<file path="src/rtl/disp_if_pkg.sv">
package disp_if_pkg;

    localparam int HOST_DW = 8;

    typedef enum logic [1:0] {
        MODE_SPI4  = 2'b00,
        MODE_P8080 = 2'b01,
        MODE_SPI3  = 2'b10,
        MODE_P6800 = 2'b11
    } host_mode_e;

    typedef struct packed {
        logic               stb;
        logic               is_data;
        logic [HOST_DW-1:0] dat;
    } wr_beat_t;

endpackage

</file>
<file path="src/rtl/dhi_sync.sv">
module dhi_sync #(
    parameter int          W       = 1,
    parameter int          STAGES  = 2,
    parameter logic [W-1:0] RST_VAL = '0
) (
    input  logic         clk,
    input  logic         rst_n,
    input  logic [W-1:0] async_i,
    output logic [W-1:0] sync_o
);

    logic [W-1:0] stage_d [STAGES];
    logic [W-1:0] stage_q [STAGES];

    always_comb begin
        stage_d[0] = async_i;
        for (int i = 1; i < STAGES; i++) begin
            stage_d[i] = stage_q[i-1];
        end
    end

    generate
        for (genvar g = 0; g < STAGES; g++) begin : g_stage
            always_ff @(posedge clk or negedge rst_n) begin
                if (!rst_n) stage_q[g] <= RST_VAL;
                else        stage_q[g] <= stage_d[g];
            end
        end
    endgenerate

    assign sync_o = stage_q[STAGES-1];

endmodule

</file>
<file path="src/rtl/dhi_serial_rx.sv">
module dhi_serial_rx
    import disp_if_pkg::*;
(
    input  logic     clk,
    input  logic     rst_n,
    input  logic     en_i,
    input  logic     three_wire_i,
    input  logic     cs_n_i,
    input  logic     sclk_i,
    input  logic     sdin_i,
    input  logic     dc_i,
    output wr_beat_t beat_o
);

    localparam int CNT_W = $clog2(HOST_DW + 2);

    typedef struct packed {
        logic             sclk_prev;
        logic [CNT_W-1:0] cnt;
        logic [HOST_DW:0] sr;
        wr_beat_t         beat;
    } ser_st_t;

    ser_st_t st_d, st_q;
    logic [CNT_W-1:0] last_bit;
    logic [HOST_DW:0] shifted;

    always_comb begin
        st_d            = st_q;
        st_d.beat.stb   = 1'b0;
        st_d.sclk_prev  = sclk_i;
        last_bit        = three_wire_i ? CNT_W'(HOST_DW) : CNT_W'(HOST_DW - 1);
        shifted         = {st_q.sr[HOST_DW-1:0], sdin_i};
        if (!en_i || cs_n_i) begin
            st_d.cnt = '0;
        end else if (sclk_i && !st_q.sclk_prev) begin
            st_d.sr = shifted;
            if (st_q.cnt == last_bit) begin
                st_d.cnt          = '0;
                st_d.beat.stb     = 1'b1;
                st_d.beat.is_data = three_wire_i ? shifted[HOST_DW] : dc_i;
                st_d.beat.dat     = shifted[HOST_DW-1:0];
            end else begin
                st_d.cnt = st_q.cnt + 1'b1;
            end
        end
    end

    always_ff @(posedge clk or negedge rst_n) begin
        if (!rst_n) st_q <= '0;
        else        st_q <= st_d;
    end

    assign beat_o = st_q.beat;

    AST_SER_CNT_LIMIT: assert property (@(posedge clk) disable iff (!rst_n)
        st_q.cnt <= CNT_W'(HOST_DW));
    AST_SER_CS_ABORT: assert property (@(posedge clk) disable iff (!rst_n)
        cs_n_i |=> (st_q.cnt == '0) && !beat_o.stb);

endmodule

</file>
<file path="src/rtl/dhi_par_rx.sv">
module dhi_par_rx
    import disp_if_pkg::*;
(
    input  logic               clk,
    input  logic               rst_n,
    input  logic               en_i,
    input  logic               m6800_i,
    input  logic               cs_n_i,
    input  logic               en_rd_i,
    input  logic               rw_wr_i,
    input  logic               dc_i,
    input  logic [HOST_DW-1:0] d_i,
    output wr_beat_t           beat_o,
    output logic               rd_act_o,
    output logic               rd_stb_o
);

    typedef struct packed {
        logic               wr_act;
        logic               rd_act;
        logic               rd_stb;
        logic               hold_dc;
        logic [HOST_DW-1:0] hold_d;
        wr_beat_t           beat;
    } par_st_t;

    par_st_t st_d, st_q;
    logic    wr_cond, rd_cond;

    always_comb begin
        if (m6800_i) begin
            wr_cond = en_rd_i && !rw_wr_i;
            rd_cond = en_rd_i && rw_wr_i;
        end else begin
            wr_cond = !rw_wr_i;
            rd_cond = !en_rd_i && rw_wr_i;
        end
        wr_cond = wr_cond && en_i && !cs_n_i;
        rd_cond = rd_cond && en_i && !cs_n_i;

        st_d          = st_q;
        st_d.wr_act   = wr_cond;
        st_d.rd_act   = rd_cond;
        st_d.rd_stb   = rd_cond && !st_q.rd_act;
        st_d.beat.stb = 1'b0;
        if (wr_cond) begin
            st_d.hold_dc = dc_i;
            st_d.hold_d  = d_i;
        end
        if (st_q.wr_act && !wr_cond) begin
            st_d.beat.stb     = 1'b1;
            st_d.beat.is_data = st_q.hold_dc;
            st_d.beat.dat     = st_q.hold_d;
        end
    end

    always_ff @(posedge clk or negedge rst_n) begin
        if (!rst_n) st_q <= '0;
        else        st_q <= st_d;
    end

    assign beat_o   = st_q.beat;
    assign rd_act_o = st_q.rd_act;
    assign rd_stb_o = st_q.rd_stb;

    AST_PAR_WR_NEEDS_CS: assert property (@(posedge clk) disable iff (!rst_n)
        beat_o.stb |-> !$past(cs_n_i, 2));
    AST_PAR_OFF_IN_SERIAL: assert property (@(posedge clk) disable iff (!rst_n)
        !en_i |=> !rd_act_o && !rd_stb_o);

endmodule

</file>
<file path="src/rtl/disp_host_if.sv">
module disp_host_if
    import disp_if_pkg::*;
#(
    parameter int SYNC_STAGES = 2
) (
    input  logic               clk,
    input  logic               rst_n,
    input  logic [1:0]         mode_strap_i,
    input  logic               host_cs_n_i,
    input  logic               host_dc_i,
    input  logic               host_en_rd_i,
    input  logic               host_rw_wr_i,
    input  logic [HOST_DW-1:0] host_d_i,
    output logic [HOST_DW-1:0] host_d_o,
    output logic               host_d_oe_o,
    output logic               wr_stb_o,
    output logic               wr_is_data_o,
    output logic [HOST_DW-1:0] wr_dat_o,
    output logic               rd_stb_o,
    input  logic [HOST_DW-1:0] rd_byte_i
);

    localparam int PIN_W = HOST_DW + 6;
    localparam logic [PIN_W-1:0] PIN_IDLE = PIN_W'(1) << (HOST_DW + 3);

    typedef struct packed {
        wr_beat_t           wr;
        logic               oe;
        logic [HOST_DW-1:0] dout;
        logic               rd_stb;
    } top_st_t;

    logic [PIN_W-1:0]   pins_a, pins_s;
    logic [1:0]         strap_s;
    logic               cs_n_s, dc_s, en_rd_s, rw_wr_s;
    logic [HOST_DW-1:0] d_s;
    host_mode_e         mode;
    logic               is_serial, is_3wire, is_6800;
    wr_beat_t           ser_beat, par_beat;
    logic               par_rd_act, par_rd_stb;
    top_st_t            st_d, st_q;

    assign pins_a = {mode_strap_i, host_cs_n_i, host_dc_i, host_en_rd_i, host_rw_wr_i, host_d_i};

    dhi_sync #(.W(PIN_W), .STAGES(SYNC_STAGES), .RST_VAL(PIN_IDLE)) i_sync (
        .clk     (clk),
        .rst_n   (rst_n),
        .async_i (pins_a),
        .sync_o  (pins_s)
    );

    assign {strap_s, cs_n_s, dc_s, en_rd_s, rw_wr_s, d_s} = pins_s;

    assign mode      = host_mode_e'(strap_s);
    assign is_serial = (mode == MODE_SPI4) || (mode == MODE_SPI3);
    assign is_3wire  = (mode == MODE_SPI3);
    assign is_6800   = (mode == MODE_P6800);

    dhi_serial_rx i_ser (
        .clk          (clk),
        .rst_n        (rst_n),
        .en_i         (is_serial),
        .three_wire_i (is_3wire),
        .cs_n_i       (cs_n_s),
        .sclk_i       (d_s[0]),
        .sdin_i       (d_s[1]),
        .dc_i         (dc_s),
        .beat_o       (ser_beat)
    );

    dhi_par_rx i_par (
        .clk      (clk),
        .rst_n    (rst_n),
        .en_i     (!is_serial),
        .m6800_i  (is_6800),
        .cs_n_i   (cs_n_s),
        .en_rd_i  (en_rd_s),
        .rw_wr_i  (rw_wr_s),
        .dc_i     (dc_s),
        .d_i      (d_s),
        .beat_o   (par_beat),
        .rd_act_o (par_rd_act),
        .rd_stb_o (par_rd_stb)
    );

    always_comb begin
        st_d        = st_q;
        st_d.wr     = ser_beat.stb ? ser_beat : par_beat;
        st_d.oe     = par_rd_act;
        st_d.dout   = par_rd_act ? rd_byte_i : '0;
        st_d.rd_stb = par_rd_stb;
    end

    always_ff @(posedge clk or negedge rst_n) begin
        if (!rst_n) st_q <= '0;
        else        st_q <= st_d;
    end

    assign wr_stb_o     = st_q.wr.stb;
    assign wr_is_data_o = st_q.wr.is_data;
    assign wr_dat_o     = st_q.wr.dat;
    assign host_d_oe_o  = st_q.oe;
    assign host_d_o     = st_q.dout;
    assign rd_stb_o     = st_q.rd_stb;

    AST_WR_ONE_CYCLE: assert property (@(posedge clk) disable iff (!rst_n)
        wr_stb_o |=> !wr_stb_o);
    AST_RD_WITH_OE: assert property (@(posedge clk) disable iff (!rst_n)
        rd_stb_o |-> host_d_oe_o);
    AST_NO_DUAL_SOURCE: assert property (@(posedge clk) disable iff (!rst_n)
        !(ser_beat.stb && par_beat.stb));
    AST_DOUT_RELEASED: assert property (@(posedge clk) disable iff (!rst_n)
        !host_d_oe_o |-> host_d_o == '0);

endmodule

</file>
<file path="config.mk">
export PLATFORM = sky130hd
export DESIGN_NAME = disp_host_if
export DESIGN_NICKNAME = d
export VERILOG_FILES = /design/src/rtl/disp_if_pkg.sv /design/src/rtl/dhi_sync.sv /design/src/rtl/dhi_serial_rx.sv /design/src/rtl/dhi_par_rx.sv /design/src/rtl/disp_host_if.sv
export SDC_FILE = /design/constraint.sdc
export NUM_CORES = 1
export LEC_CHECK = 0
export BUFFER_PORTS_ARGS = -buffer_cell sky130_fd_sc_hd__buf_4
export CORE_MARGIN = 3
export CORE_UTILIZATION = 35
export DETAILED_ROUTE_END_ITERATION = 8
export SLEW_MARGIN = 25
export SYNTH_ARGS = -nofsm -noshare
export SYNTH_HDL_FRONTEND = slang
export SYNTH_SLANG_ARGS = --single-unit
export TNS_END_PERCENT = 50
</file>
<file path="constraint.sdc">
create_clock -name clk -period 3.66 [get_ports clk]
set_input_delay 0.183 -clock clk [delete_from_list [all_inputs] [get_ports clk]]
set_output_delay 0.183 -clock clk [all_outputs]
set_load 0.02 [all_outputs]
</file>
==> results of run 1 <==
-- placed cells by master (no fill, tap or decap), types with 2 or more instances in the layout --
cell	count
a22o_1	2
and2_1	8
buf_4	44
clkbuf_8	9
clkinv_4	2
clkinvlp_4	3
dfrtp_1	91
dfstp_2	2
dlygate4sd3_1	15
inv_1	3
mux2_2	44
nor2b_1	6
or2_2	2
xnor2_1	2
-- critical path, stage by stage, from the launching register on --
cell and delay, ps:
dfrtp_1 420, nor2b_1 180, nand3b_1 410, nand2_1 510, mux2_2 380
-- sequential cells by signal, summed over array words and instances (netlist names) --
name and count:
i_par.rd_act_o 1, i_ser.st_q 5, i_par.rd_stb_o 1, wr_stb_o 1, i_ser.shifted 8, rd_stb_o 1, host_d_o 8, i_par.st_q 10
i_sync.stage_d 14, wr_is_data_o 1, i_ser.beat_o 10, i_sync.sync_o 14, host_d_oe_o 1, i_par.beat_o 10, wr_dat_o 8
-- power by group through the flow --
stage | Clock (mW) | Sequential [mW] | Combinational (mW)
2_1_floorplan | 0 | 1.28 | 0.115
3_3_place_gp | 0 | 1.25 | 0.287
3_5_place_dp | 0 | 1.25 | 0.289
4_1_cts | 0.634 | 1.23 | 0.303
5_1_grt | 0.681 | 1.25 | 0.325
6_report | 0.606 | 1.23 | 0.296
-- final timing paths --
path,cells after the start,start,slack [ps],endpoint
max,4,i_sync.sync_o[12],1650,i_par.beat_o[1]
min,2,rd_byte_i[0],40,host_d_o[0]
max reg2reg,4,i_sync.sync_o[12],1650,i_par.beat_o[1]
min reg2reg,0,i_par.rd_stb_o,350,rd_stb_o
max in group asynchronous,3,rst_n,2520,i_ser.beat_o[2]
min in group asynchronous,2,rst_n,410,host_d_o[1]
-- per-layer routing --
layer / track usage / part of all wire / up-vias
met1: 0.155 / 0.46 / 812
met2: 0.159 / 0.49 / 21
met5: 0 / 0 / -
met4: 0.0684 / 0.028 / 0
met3: 0.0277 / 0.026 / 11
li1: - / - / 741
-- layout make-up --
type                    count  area [um2]
clock buffers              10         128
well taps                 105         131
repair buffers             60         492
clock inverters             6        48.8
fillers                   754        4540
multi-input cells          80         781
flip-flops and latches     93        2330
inverters                   3        11.3
-- logic make-up (layout without fill, tap and decap cells) --
family                   Yosys count  in the layout
XOR/XNOR                           2              2
adder cells (fa/ha/maj)            1              1
multiplexers                      45             45
AND/OR/NAND/NOR                   26             26
AO/OA/AOI/OAI                      6              6
buffers and inverters              6             79
flip-flops                        93             93
-- timing repair --
action | 4_1_cts | 5_1_grt
setup endpoints to repair | 0 | 0
hold buffers | 14 | 1
endpoints found under the hold margin | 14 | 75
==> results.toml, run 1 <==
[pwr]
switchingPower_uw = 546
finalPower_mw = 2.13
vdd_drop_max_mv = 0.181
seqPwrFrac = 0.576
p_leak_nw = 1.89
power_frac_comb = 0.139
p_int_mw = 1.58
powerDensity_nw_per_um2 = 543
netSwitchingFraction = 0.257
power.share.clock = 0.285

[clock_tree]
cts-resized-gates = 0
cts.sinks = 93
cts_buffer_depth = 2
clkLatencyLatePin_ps = 350
numCtsBuffers = 9
htree_levels = 3
cts.clk_slew.worst_paths_ps = 90
cts_tree = "built"
cts_setup_buffers = 0
cts-root-buf = "clkbuf_8"

[setup_path]
critPathKind = "flip-flop to flip-flop"
critPathCaptureType = "flip-flop"
cp_max_fo = 11
crit_path_start_kind = "flip-flop"
cp.required_ps = 3900
cp.arrival_ps = 2250

[synth]
netlist_instances = 179
synth_top_family_by_area = "multiplexers"
synth-seq-area-share = 0.742
yosys_warnings = 0
synth-compound-area-share = 0.0211
synth_area_leaders = "dfrtp_1 (73%), mux2_2 (16%), dfstp_2 (1.7%)"
synthSimpleGateAreaFrac = 0.0570
synth_top_area_frac = 0.726
synth-seq-cells = 93
syn_nets = 204
synthFlopType = "dfrtp_1"
postSynth.asyncResetShare = 1.00
synth_edf_count = 0
synth_xor_area_frac = 0.00558
yosysMostFrequentCell = "dfrtp_1"
synth.area.mux_share = 0.161
synth_common_cells = "dfrtp_1 (91), mux2_2 (44), and2_1 (8), nor2b_1 (6), inv_1 (3)"
synth_cell_types = 28
yosysTopAreaCell = "dfrtp_1"
yosys.area_share.adder = 0.00399
syn_area_um2 = 3140
avgSynthCellArea_um2 = 17.5

[sta]
fin_ws_ps = 1650
setup_violations = 0
setup_tns_ps = 0
hold-worst-slack_ps = 44.9
slew-limit-headroom = 0.546
fin_skew_ps = 11.4
fmax_ghz = 0.496
worst_pin_slew_ps = 682
rsz0062_at_grt = "false"
period_share = 0.550
finalMaxSlewViolations = 0
hold_viol_final = 0
period_needed_ps = 2010

[final_layout]
drive_gt1_frac = 0.440
utilization = 0.463
syn_to_final_growth_pct = 25.0
final_nets = 272
diodes = 0
layoutNonFillerInstCount = 357
design_area_um2 = 3920

[drt]
drt-wirelength-per-cell_um = 13.8
drt_drc_violations_left = 0
firstDrtPassIters = 4
drt_iter0_drc = 70
num_vias = 1585
wirelength_mm = 4.93
viasPerCell = 4.44
antenna_left = 0

[die]
die_area_um2 = 10100
core_area_um2 = 8460
die_x_um = 101
num_rows = 33
start_util = 0.371
die_h_um = 101
pin_count = 44

[flow_run]
maxCapViolCount = 0

[global_route]
grt_use_total = 0.113
grt-ovfl-total = 0
grt_pass1_wl_mm = 8.57
grt_pass1_vias = 1663
grt_max_degree = 79
antenna_found_initial = 0

[placed_design]
dp_cells = 326
routabilityCongestion = 0.696
place_ws_ps = 1600
portBuffers = 43
hpwl_mm = 3.21
place_area_um2 = 3590

[worst_hold_path]
hp-class = "input pin to flip-flop"

[run_status]
outcome = "complete, no violations"
(Power assumes the default switching activity.)
==> run 2, diff against run 1 <==
==> constraint.sdc (replaced) <==
create_clock -name clk -period 2.11 [get_ports clk]
set_input_delay 0.1055 -clock clk [delete_from_list [all_inputs] [get_ports clk]]
set_output_delay 0.1055 -clock clk [all_outputs]
set_load 0.02 [all_outputs]
==> results.toml, run 2 (synthesis results as in run 1) <==
[worst_hold_path]
hp-class = "input pin to asynchronous set/reset pin"

[die]
die_h_um = 101
pin_count = 44
core_area_um2 = 8460
num_rows = 33
die_area_um2 = 10100
start_util = 0.371
die_x_um = 101

[global_route]
grt-ovfl-total = 0
grt_max_degree = 47
top_usage_layer = "met2"
grt_use_total = 0.114
antenna_found_initial = 0
grt.met3_usage = 0.0311
use_met1 = 0.155
grt_pass1_vias = 1749
grt_util_met2 = 0.172
grt_pass1_wl_mm = 8.81

[final_layout]
utilization = 0.481
syn_to_final_growth_pct = 29.7
diodes = 0
layout_common_cells = "dfrtp_1 (91), buf_4 (46), mux2_2 (44), dlygate4sd3_1 (23), clkbuf_8 (9)"
layout_commonest_cell = "dfrtp_1"
drive_gt1_frac = 0.431
regArea_um2 = 2330
multi_input_area_um2 = 781
fillCellCount = 742
final_nets = 282

[sta]
finalMaxSlewViolations = 0
worst_pin_slew_ps = 579
period_needed_ps = 1640
slew-limit-headroom = 0.614
rsz0062_at_grt = "false"
fin_skew_ps = 8.16
period_share = 0.779
fmax_ghz = 0.609
setup_violations = 0
setup_tns_ps = 0
hold_viol_final = 0

[drt]
wirelength_mm = 5.02
num_vias = 1627
drt_iter0_drc = 25
antenna_left = 0
viasPerCell = 4.43
drt_drc_violations_left = 0
drt-wirelength-per-cell_um = 13.7
firstDrtPassIters = 4

[setup_path]
crit_path_start_kind = "flip-flop"
cp.arrival_ps = 1870
cp.required_ps = 2340
critPathCaptureType = "flip-flop"
critPathKind = "flip-flop to flip-flop"
cp_max_fo = 10

[placed_design]
hpwl_mm = 3.22
portBuffers = 43
routabilityCongestion = 0.696

[flow_run]
maxCapViolCount = 0

[clock_tree]
numCtsBuffers = 9
cts_buffer_depth = 2
cts.clk_slew.worst_paths_ps = 90
cts-root-buf = "clkbuf_8"
cts_tree = "built"
clkLatencyLatePin_ps = 350
cts.sinks = 93
htree_levels = 3

[pwr]
p_leak_nw = 1.97
vdd_drop_max_mv = 0.365
powerDensity_nw_per_um2 = 968

[run_status]
outcome = "complete, no violations"
run 2: worst max-delay path: stages, from the launching register on:
cell	delay (ps)
dfrtp_1	430
nor2b_1	200
nand3b_1	120
nand2_1	380
mux2_2	390
run 2: layout make-up:
class / count / area share
Inverter: 3 / 0.00277
Clock buffer: 10 / 0.0314
Clock inverter: 6 / 0.0231
Tap cell: 105 / 0.0323
Sequential cell: 93 / 0.572
Timing Repair Buffer: 70 / 0.146
Multi-Input combinational cell: 80 / 0.192
run 2: per-stage QoR:
| step | setup slack, ps | total power [mW] | cell area, um2 | cells | hold WS (ps) |
|---|---|---|---|---|---|
| floorplan | 633 | 2.42 | 3140 | 179 | -190 |
| global placement | 527 | 2.66 | 3620 | 328 | 144 |
| detailed placement | 463 | 2.67 | 3620 | 328 | 153 |
| CTS | 454 | 4.01 | 4070 | 367 | 305 |
| global route | 341 | 4.15 | 4070 | 367 | 356 |
| finish | 467 | 3.94 | 4070 | 367 | 312 |
run 2: metal layers:
metal / wire length (um) / vias to the layer above / part of all wire
met5: 0 / - / 0
met4: 79 / 0 / 0.016
met3: 172 / 5 / 0.034
met2: 2550 / 26 / 0.51
met1: 2220 / 831 / 0.44
li1: - / 765 / -
run 2: timing repair:
item / CTS / global route
hold buffers: 23 / 0
setup endpoints to repair: 0 / 0
buffers inserted: 0 / 0
resized for setup: 0 / 0
hold endpoints to repair: 64 / 0
run 2: report_power, final:
| group | leakage [nW] | total (mW) | switching [mW] | internal (mW) |
|---|---|---|---|---|
| Sequential | 1.17 | 2.12 | 0.105 | 2.02 |
| Combinational | 0.693 | 0.531 | 0.226 | 0.305 |
| Clock | 0.107 | 1.29 | 0.608 | 0.678 |
| Total | 1.97 | 3.94 | 0.939 | 3.00 |
run 2: worst paths after layout:
| path | startpoint | to | slack [ps] | cells after the start |
|---|---|---|---|---|
| worst max-delay path | i_sync.sync_o[12] | i_par.beat_o[1] | 470 | 4 |
| worst min-delay path | rst_n | host_d_o[1] | 310 | 2 |
| worst max register to register | i_sync.sync_o[12] | i_par.beat_o[1] | 470 | 4 |
| worst min register to register | i_sync.stage_d[3] | i_sync.sync_o[3] | 350 | 0 |
| max in group asynchronous | rst_n | i_ser.st_q[21] | 1150 | 3 |
| min in group clk | i_sync.stage_d[3] | i_sync.sync_o[3] | 350 | 0 |
